File: config.mk
export PLATFORM = sky130hd
export DESIGN_NAME = irq_level_arbiter
export DESIGN_NICKNAME = d
export VERILOG_FILES = /design/src/rtl/irq_arb_pkg.sv /design/src/rtl/irq_cfg_bank.sv /design/src/rtl/irq_prio_select.sv /design/src/rtl/irq_take_gate.sv /design/src/rtl/irq_level_arbiter.sv
export SDC_FILE = /design/constraint.sdc
export NUM_CORES = 2
export LEC_CHECK = 0
export BUFFER_PORTS_ARGS = -buffer_cell sky130_fd_sc_hd__buf_2
export CORE_ASPECT_RATIO = 0.7
export CORE_MARGIN = 2
export CORE_UTILIZATION = 67
export DETAILED_ROUTE_END_ITERATION = 12
export PLACE_DENSITY = 0.89
export SLEW_MARGIN = 20
export SYNTH_ARGS = -nofsm -noshare
export SYNTH_HDL_FRONTEND = slang
export SYNTH_SLANG_ARGS = --single-unit
File: constraint.sdc
create_clock -name clk -period 179.4 [get_ports clk]
set_input_delay 53.82 -clock clk [delete_from_list [all_inputs] [get_ports clk]]
set_output_delay 53.82 -clock clk [all_outputs]
set_load 0.02 [all_outputs]
File: src/rtl/irq_arb_pkg.sv
package irq_arb_pkg;
  localparam int LEVEL_W   = 6;
  localparam int RSET_W    = 6;
  localparam int HANDLER_W = 32;
  localparam int KEY_W     = LEVEL_W + 1;

  typedef struct packed {
    logic                 nmi;
    logic [LEVEL_W-1:0]   level;
    logic [RSET_W-1:0]    rset;
    logic [HANDLER_W-1:0] handler;
  } src_cfg_t;

  // Ordering key: non-maskable first, then level.
  function automatic logic [KEY_W-1:0] rank_of(src_cfg_t c);
    return {c.nmi, c.level};
  endfunction
endpackage

File: src/rtl/irq_cfg_bank.sv
module irq_cfg_bank
  import irq_arb_pkg::*;
#(
  parameter int NUM_SRC = 32,
  localparam int IDX_W = $clog2(NUM_SRC)
) (
  input  logic               clk,
  input  logic               rst_n,
  input  logic               mask_we,
  input  logic [NUM_SRC-1:0] mask_wdata,
  input  logic               cfg_we,
  input  logic [IDX_W-1:0]   cfg_idx,
  input  src_cfg_t           cfg_wdata,
  output logic [NUM_SRC-1:0] mask_q,
  output src_cfg_t           cfg_tab [NUM_SRC]
);
  logic [NUM_SRC-1:0] mask_n;

  always_comb begin
    mask_n = mask_q;
    if (mask_we) mask_n = mask_wdata;
  end

  always_ff @(posedge clk or negedge rst_n) begin
    if (!rst_n) mask_q <= '0;
    else        mask_q <= mask_n;
  end

  for (genvar g = 0; g < NUM_SRC; g++) begin : g_entry
    logic     load;
    src_cfg_t ent_n;
    src_cfg_t ent_q;

    always_comb begin
      load  = cfg_we && (cfg_idx == IDX_W'(g));
      ent_n = ent_q;
      if (load) ent_n = cfg_wdata;
    end

    always_ff @(posedge clk or negedge rst_n) begin
      if (!rst_n) ent_q <= '0;
      else        ent_q <= ent_n;
    end

    assign cfg_tab[g] = ent_q;
  end
endmodule

File: src/rtl/irq_prio_select.sv
module irq_prio_select
  import irq_arb_pkg::*;
#(
  parameter int NUM_SRC = 32,
  localparam int IDX_W = $clog2(NUM_SRC)
) (
  input  logic [NUM_SRC-1:0] pending,
  input  src_cfg_t           cfg_tab [NUM_SRC],
  output logic               found,
  output logic [IDX_W-1:0]   win_idx,
  output src_cfg_t           win_cfg
);
  logic [KEY_W-1:0] best_key;

  // Scan from the top so that ">=" hands ties to the lower number.
  always_comb begin
    found    = 1'b0;
    win_idx  = '0;
    win_cfg  = '0;
    best_key = '0;
    for (int i = NUM_SRC - 1; i >= 0; i--) begin
      if (pending[i] && (!found || rank_of(cfg_tab[i]) >= best_key)) begin
        found    = 1'b1;
        win_idx  = IDX_W'(i);
        win_cfg  = cfg_tab[i];
        best_key = rank_of(cfg_tab[i]);
      end
    end
  end
endmodule

File: src/rtl/irq_take_gate.sv
module irq_take_gate
  import irq_arb_pkg::*;
(
  input  logic              found,
  input  src_cfg_t          win_cfg,
  input  logic              gie,
  input  logic [LEVEL_W-1:0] cur_level,
  input  logic [RSET_W-1:0] cur_rset,
  input  logic              rsie,
  output logic              take
);
  logic lvl_ok;
  logic rset_ok;

  always_comb begin
    lvl_ok  = win_cfg.level > cur_level;
    rset_ok = rsie || (win_cfg.rset != cur_rset);
    take    = found && (win_cfg.nmi || (gie && lvl_ok && rset_ok));
  end
endmodule

File: src/rtl/irq_level_arbiter.sv
module irq_level_arbiter
  import irq_arb_pkg::*;
#(
  parameter int NUM_SRC = 32,
  localparam int IDX_W = $clog2(NUM_SRC)
) (
  input  logic                 clk,
  input  logic                 rst_n,
  input  logic [NUM_SRC-1:0]   irq_lines,
  input  logic                 mask_we,
  input  logic [NUM_SRC-1:0]   mask_wdata,
  input  logic                 cfg_we,
  input  logic [IDX_W-1:0]     cfg_idx,
  input  logic                 cfg_nmi,
  input  logic [LEVEL_W-1:0]   cfg_level,
  input  logic [RSET_W-1:0]    cfg_rset,
  input  logic [HANDLER_W-1:0] cfg_handler,
  input  logic                 gie,
  input  logic [LEVEL_W-1:0]   cur_level,
  input  logic [RSET_W-1:0]    cur_rset,
  input  logic                 rsie,
  input  logic                 req_ack,
  output logic                 req_valid,
  output logic [IDX_W-1:0]     req_src,
  output logic                 req_nmi,
  output logic [LEVEL_W-1:0]   req_level,
  output logic [RSET_W-1:0]    req_rset,
  output logic [HANDLER_W-1:0] req_handler
);
  src_cfg_t           wr_cfg;
  src_cfg_t           cfg_tab [NUM_SRC];
  logic [NUM_SRC-1:0] mask_q;
  logic [NUM_SRC-1:0] pending;
  logic               found;
  logic [IDX_W-1:0]   win_idx;
  src_cfg_t           win_cfg;
  logic               take;

  assign wr_cfg = '{nmi: cfg_nmi, level: cfg_level, rset: cfg_rset, handler: cfg_handler};

  irq_cfg_bank #(.NUM_SRC(NUM_SRC)) u_bank (
    .clk(clk), .rst_n(rst_n),
    .mask_we(mask_we), .mask_wdata(mask_wdata),
    .cfg_we(cfg_we), .cfg_idx(cfg_idx), .cfg_wdata(wr_cfg),
    .mask_q(mask_q), .cfg_tab(cfg_tab)
  );

  assign pending = irq_lines & mask_q;

  irq_prio_select #(.NUM_SRC(NUM_SRC)) u_sel (
    .pending(pending), .cfg_tab(cfg_tab),
    .found(found), .win_idx(win_idx), .win_cfg(win_cfg)
  );

  irq_take_gate u_gate (
    .found(found), .win_cfg(win_cfg),
    .gie(gie), .cur_level(cur_level), .cur_rset(cur_rset), .rsie(rsie),
    .take(take)
  );

  // Output packet register: valid flag plus a load-enabled payload.
  logic             vld_q, vld_n;
  logic             pkt_load;
  src_cfg_t         pkt_q, pkt_n;
  logic [IDX_W-1:0] src_q, src_n;

  always_comb begin
    vld_n    = vld_q;
    pkt_load = 1'b0;
    if (vld_q) begin
      if (req_ack) vld_n = 1'b0;
    end else if (take) begin
      vld_n    = 1'b1;
      pkt_load = 1'b1;
    end
    pkt_n = pkt_load ? win_cfg : pkt_q;
    src_n = pkt_load ? win_idx : src_q;
  end

  always_ff @(posedge clk or negedge rst_n) begin
    if (!rst_n) begin
      vld_q <= 1'b0;
      pkt_q <= '0;
      src_q <= '0;
    end else begin
      vld_q <= vld_n;
      pkt_q <= pkt_n;
      src_q <= src_n;
    end
  end

  assign req_valid   = vld_q;
  assign req_src     = src_q;
  assign req_nmi     = pkt_q.nmi;
  assign req_level   = pkt_q.level;
  assign req_rset    = pkt_q.rset;
  assign req_handler = pkt_q.handler;

  assert_hold_R9: assert property (@(posedge clk) disable iff (!rst_n)
    (req_valid && !req_ack) |=> (req_valid && $stable(req_src) && $stable(req_handler)
                                 && $stable(req_level) && $stable(req_rset) && $stable(req_nmi)));

  assert_drop_after_ack_R10: assert property (@(posedge clk) disable iff (!rst_n)
    (req_valid && req_ack) |=> !req_valid);

  assert_src_pending_R1: assert property (@(posedge clk) disable iff (!rst_n)
    $rose(req_valid) |-> ((($past(pending) >> req_src) & NUM_SRC'(1)) != '0));

  assert_gie_R4: assert property (@(posedge clk) disable iff (!rst_n)
    ($rose(req_valid) && !req_nmi) |-> $past(gie));

  assert_level_R5: assert property (@(posedge clk) disable iff (!rst_n)
    ($rose(req_valid) && !req_nmi) |-> (req_level > $past(cur_level)));

  assert_rset_R6: assert property (@(posedge clk) disable iff (!rst_n)
    ($rose(req_valid) && !req_nmi && !$past(rsie)) |-> (req_rset != $past(cur_rset)));
endmodule

Yosys cells after proc, flatten, opt, wreduce, memory -nomap -nowiden

Index checks and enable logic that the tools add are counted.

Flip-flop bits (word level): 1523
Input bits: 133
Memories: 0
Output and inout port bits: 51
Word-level logic and storage cells: 462
Bits in latches: 0
Bits in writable memories: 0
Bits in read-only memories: 0

$mul: 0
Div/mod/pow operators: 0
Bitwise gates (word level): 1
Muxes and demuxes: 131
Reductions and logical operators: 131
Equality and inequality tests: 32
$lt $le $gt $ge: 32
Shifts and indexed selects: 0
Add/subtract/negate cells: 0

Operator list:

| kind                                                | count |
|---|---|
| 2-to-1 mux 45 bit                                   | 32 |
| greater-or-equal comparator 7 bit                   | 31 |
| 2-to-1 mux 7 bit                                    | 31 |
| 2-to-1 mux 5 bit                                    | 32 |
| equality test 5 bit, second input constant          | 16 |
| logical AND 1 bit                                   | 66 |
| equality test 5 x 4 -> 1 bit, second input constant | 8 |
| 2-to-1 mux 1 bit                                    | 36 |
| logical OR 1 bit                                    | 33 |
| AND 32 bit                                          | 1 |
| logical NOT 1 bit                                   | 31 |
| equality test 5 x 3 -> 1 bit, second input constant | 4 |
| equality test 5 x 2 -> 1 bit, second input constant | 2 |
| greater-than comparator 6 bit                       | 1 |
| != test 6 bit                                       | 1 |
| equality test 5 x 1 -> 1 bit, second input constant | 1 |
| logical NOT 5 bit                                   | 1 |

Depth between registers and ports, before layout

Depth in word-level cells: 133
Depth in mapped cells: 354
Mapped depth without buffers: 311

Cells and area by module

Synthesis repeated with hierarchy kept, for this count alone.

Cells, all modules: 7239
Area, all modules: 79749.0 um2

By module, submodules not included:

| module            | area each (um2) | instances | sequential area each (um2) | cells each |
|---|---|---|---|---|
| irq_cfg_bank      | 54886.4         | 1         | 36835.3                    | 3269 |
| irq_prio_select   | 22322.7         | 1         | 0.0                        | 3797 |
| irq_level_arbiter | 2308.5          | 1         | 1276.2                     | 142 |
| irq_take_gate     | 231.5           | 1         | 0.0                        | 31 |

Worst setup path before layout

No wires, ideal clock.

Path kind: input to register
From: in irq_lines[31]
To: reg pkt_q (netlist bit req_handler[0])
Buffers on the path: 51
Data required time: 179275 ps
Arrival time: 116135 ps
Cell stages on the path: 320
Setup time: 125 ps
Slack: 63140 ps
Cells stage by stage: and2_1 > clkbuf_1 > buf_4 > nand2_1 > ha_1 > nand4_1 > o311a_2 > a21oi_2 > buf_2 > nor2_1 > a21oi_1 > ha_1 > o311a_1 > nand3_2 > a21o_1 > clkbuf_1 > clkbuf_1 > clkbuf_1 > [284 not listed] > a211oi_1 > nor2_1 > buf_2 > buf_4 > buf_2 > nand2_1 > o21ai_0 > ha_1 > o21a_1 > o21ai_0 > nand2b_1 > a21oi_1 > nor2b_1 > o221ai_1 > a221o_1 > a21oi_2 > buf_6 > mux2_4

RTL lines:

| item                 | line                    | text |
|---|---|---|
| from (decl)          | irq_level_arbiter.sv:9  | `input logic [NUM_SRC-1:0] irq_lines,` |
| to (signal assigned) | irq_level_arbiter.sv:87 | `pkt_q <= pkt_n;` |
| to (decl)            | irq_level_arbiter.sv:64 | `src_cfg_t pkt_q, pkt_n;` |

==> results.py <==
metrics = {
    "critical_path": {
        "timing.critical_path.to": "req_src[4]$_DFFE_PN0P_",
        "regToRegEndpoint": "req_src[4]$_DFFE_PN0P_",
        "start_kind": "input port",
        "cp.arrival_ns": 130.39,
        "cp_slowest_cell": "buf_4",
        "worstRegToRegCells": 295,
        "endpoint_kind": "flip-flop",
        "cp_data_required_time_ns": 180.05,
        "rrSetupSlack_ns": 102.39,
        "cp_max_fo": 91,
        "worstSetupPathType": "in -> reg",
        "max_stage_delay_ns": 0.74,
        "reg2reg_from": "u_bank.mask_q[31]$_DFFE_PN0P_",
        "critPathLaunch": "irq_lines[31]",
        "cpMostUsedCell": "ha_1",
    },
    "cts": {
        "htreeDepth": 4,
        "post_cts_buffers": 0,
        "hold_buffers": 0,
        "post_cts_resize_count": 0,
        "worstSkewPairLatency_ns": 0.79,
        "cts.root.buffer_cell": "clkbuf_16",
        "cts_buffers": 143,
        "clock_path_buffers": 3,
        "cts_tree": "yes",
        "cts_sinks": 1523,
        "clk_pin_slew_ns": 0.06,
    },
    "grt": {
        "antenna_found_initial": 16,
        "grt_pass1_wl_mm": 338,
        "grt_overflow": 0,
        "grt_max_degree": 149,
        "grt_pass1_vias": 59900,
        "grtUsageTotal_pct": 34.6,
    },
    "synthesis": {
        "ys.flop_type": "dfrtp_1",
        "ys_seq_area_share_pct": 47.8,
        "synth-edff-count": 0,
        "synth_cell_types": 120,
        "syn_area_per_cell_um2": 10.9,
        "syn_area_um2": 79700,
        "yosys_warnings": 0,
        "syn_nets": 7604,
        "synth-seq-cells": 1523,
        "syn_inst": 7326,
        "async_flop_share_pct": 100,
    },
    "die": {
        "boundaryPins": 184,
        "start_util_pct": 67.8,
        "die_x_um": 416,
        "rows": 105,
        "die_h_um": 293,
        "fp.coreArea_um2": 118000,
        "die_area_um2": 122000,
    },
    "final_layout": {
        "final_common_cell": "dfrtp_1",
        "final_cell_mix": "dfrtp_1 (1523), mux2_2 (1470), nor2_1 (753)",
        "fillers": 7438,
        "fin_nets": 7417,
        "layout-drive-gt1-share_pct": 29.6,
        "stdcell_count": 8804,
        "areaGrowthSynthToFinish_pct": 7.65,
        "fin_area_um2": 85800,
    },
    "sta": {
        "fmax_mhz": 7.71,
        "setup-tns-final_ns": 0,
        "skew_ns": 0.0259,
        "period_share_pct": 72.3,
        "rsz0062_at_grt": "false",
        "setup_viol": 0,
        "worst_pin_slew_ns": 1.14,
        "fin_crit_ns": 129.74,
        "relSlewSlack_pct": 23.8,
        "slew_violations": 0,
        "finalHoldViolations": 0,
    },
    "min_path": {
        "worst_hold_path_type": "reg -> reg",
        "hold_depth": 1,
    },
    "route": {
        "drtAntennaViolNets": 0,
        "drtIter0Drc": 6146,
        "routed-via-count": 59300,
        "totalWireLength_mm": 210,
        "routed_via_density": 6.73,
        "firstDrtPassIters": 6,
        "routedWlPerCell_um": 23.9,
        "drc": 0,
    },
    "status": {
        "status": "finished clean",
    },
    "placed_design": {
        "hpwl_mm": 136,
        "placed_cells": 8545,
        "gp_congestion": 0.969,
        "placed_area_um2": 81100,
        "port_buffers": 183,
    },
    "run": {
        "max-cap-violations": 0,
    },
}
layout make-up:
type | instances | area, um^2 | area share, %
Antenna cell | 11 | 27.5 | 0.0321
Clock buffer | 192 | 4040 | 4.71
Clock inverter | 56 | 549 | 0.640
Inverter | 140 | 526 | 0.613
Multi-Input combinational cell | 5065 | 39000 | 45.5
Sequential cell | 1523 | 38100 | 44.4
Tap cell | 1551 | 1940 | 2.26
Timing Repair Buffer | 266 | 1570 | 1.83
per-stage QoR:
| stage | util [%] | worst slack, ns | hold WS [ns] |
|---|---|---|---|
| final | 73.0 | 49.66 | 0.492 |
| after global routing | 73.0 | 43.88 | 0.509 |
| after CTS | 72.9 | 50.44 | 0.497 |
| after detailed placement | 69.0 | 50.07 | 0.483 |
| after global placement | 69.0 | 52.50 | 0.466 |
| after floorplan | - | 63.14 | 0.472 |
cell families after synthesis:
| family | share of synthesized area [%] |
|---|---|
| AOI/OAI and AO/OA | 14.2 |
| muxes | 23.8 |
| DFF | 47.8 |
| and+or+nand+nor | 7.89 |
| buffers and inverters | 3.60 |
| adders and majority gates | 2.45 |
| xor gates and xnor gates | 0.218 |
layer usage:
metal  vias to the layer above  wire length (um)  share of wire [%]  track usage [%]
met2                      2671             96300                 46             52.9
met5                         -                13             0.0062                0
met4                         2              5470                2.6             11.3
li1                      26100                 -                  -                -
met1                     30100             91200                 43             50.4
met3                       427             17400                8.2             6.28
how the worst min path moves through the flow:
stage | start | end | slack [ns]
after detailed placement | req_src[4]$_DFFE_PN0P_ | req_src[4]$_DFFE_PN0P_ | 0.48
final | req_src[4]$_DFFE_PN0P_ | req_src[4]$_DFFE_PN0P_ | 0.49
after floorplan | u_bank.mask_q[21]$_DFFE_PN0P_ | u_bank.mask_q[21]$_DFFE_PN0P_ | 0.47
after global routing | req_src[4]$_DFFE_PN0P_ | req_src[4]$_DFFE_PN0P_ | 0.51
after CTS | req_src[4]$_DFFE_PN0P_ | req_src[4]$_DFFE_PN0P_ | 0.50
after global placement | req_src[4]$_DFFE_PN0P_ | req_src[4]$_DFFE_PN0P_ | 0.47
cells in the mapped netlist, drive strengths merged (15+ instances only):
library cell | instances | share of area, %
a211oi | 436 | 4.1
a21o | 35 | 0.33
a21oi | 735 | 4.6
a311oi | 15 | 0.19
a31oi | 31 | 0.28
and2 | 35 | 0.27
and3 | 34 | 0.27
buf | 121 | 0.70
clkbuf | 477 | 2.2
dfrtp | 1523 | 48
ha | 145 | 2.3
inv | 139 | 0.65
mux2 | 1525 | 22
mux2i | 161 | 2.0
nand2 | 346 | 1.6
nand2b | 50 | 0.39
nand3 | 54 | 0.35
nor2 | 770 | 3.6
nor2b | 20 | 0.16
nor3 | 47 | 0.31
o211ai | 28 | 0.28
o21a | 22 | 0.21
o21ai | 230 | 1.5
o31ai | 23 | 0.28
or2 | 18 | 0.14
or3 | 20 | 0.16
worst max-delay path: cells and delay by family:
kind,cells,cell delay [ns]
multiplexers,15,5.78
AND/OR/NAND/NOR,78,12.32
adder cells (fa/ha/maj),36,10.62
buffers and inverters,32,15.01
AO/OA/AOI/OAI,135,32.47
registers in the layout, summed over array words and instances, names as in the netlist:
register and count:
req_valid 1, req_nmi 1, req_handler 32, req_rset 6
u_bank.cfg_tab 1440, req_src 5, u_bank.mask_q 32, req_level 6
Power is not shown: default switching activity piles up to over one toggle a cycle in this logic, so the estimate is an artifact.
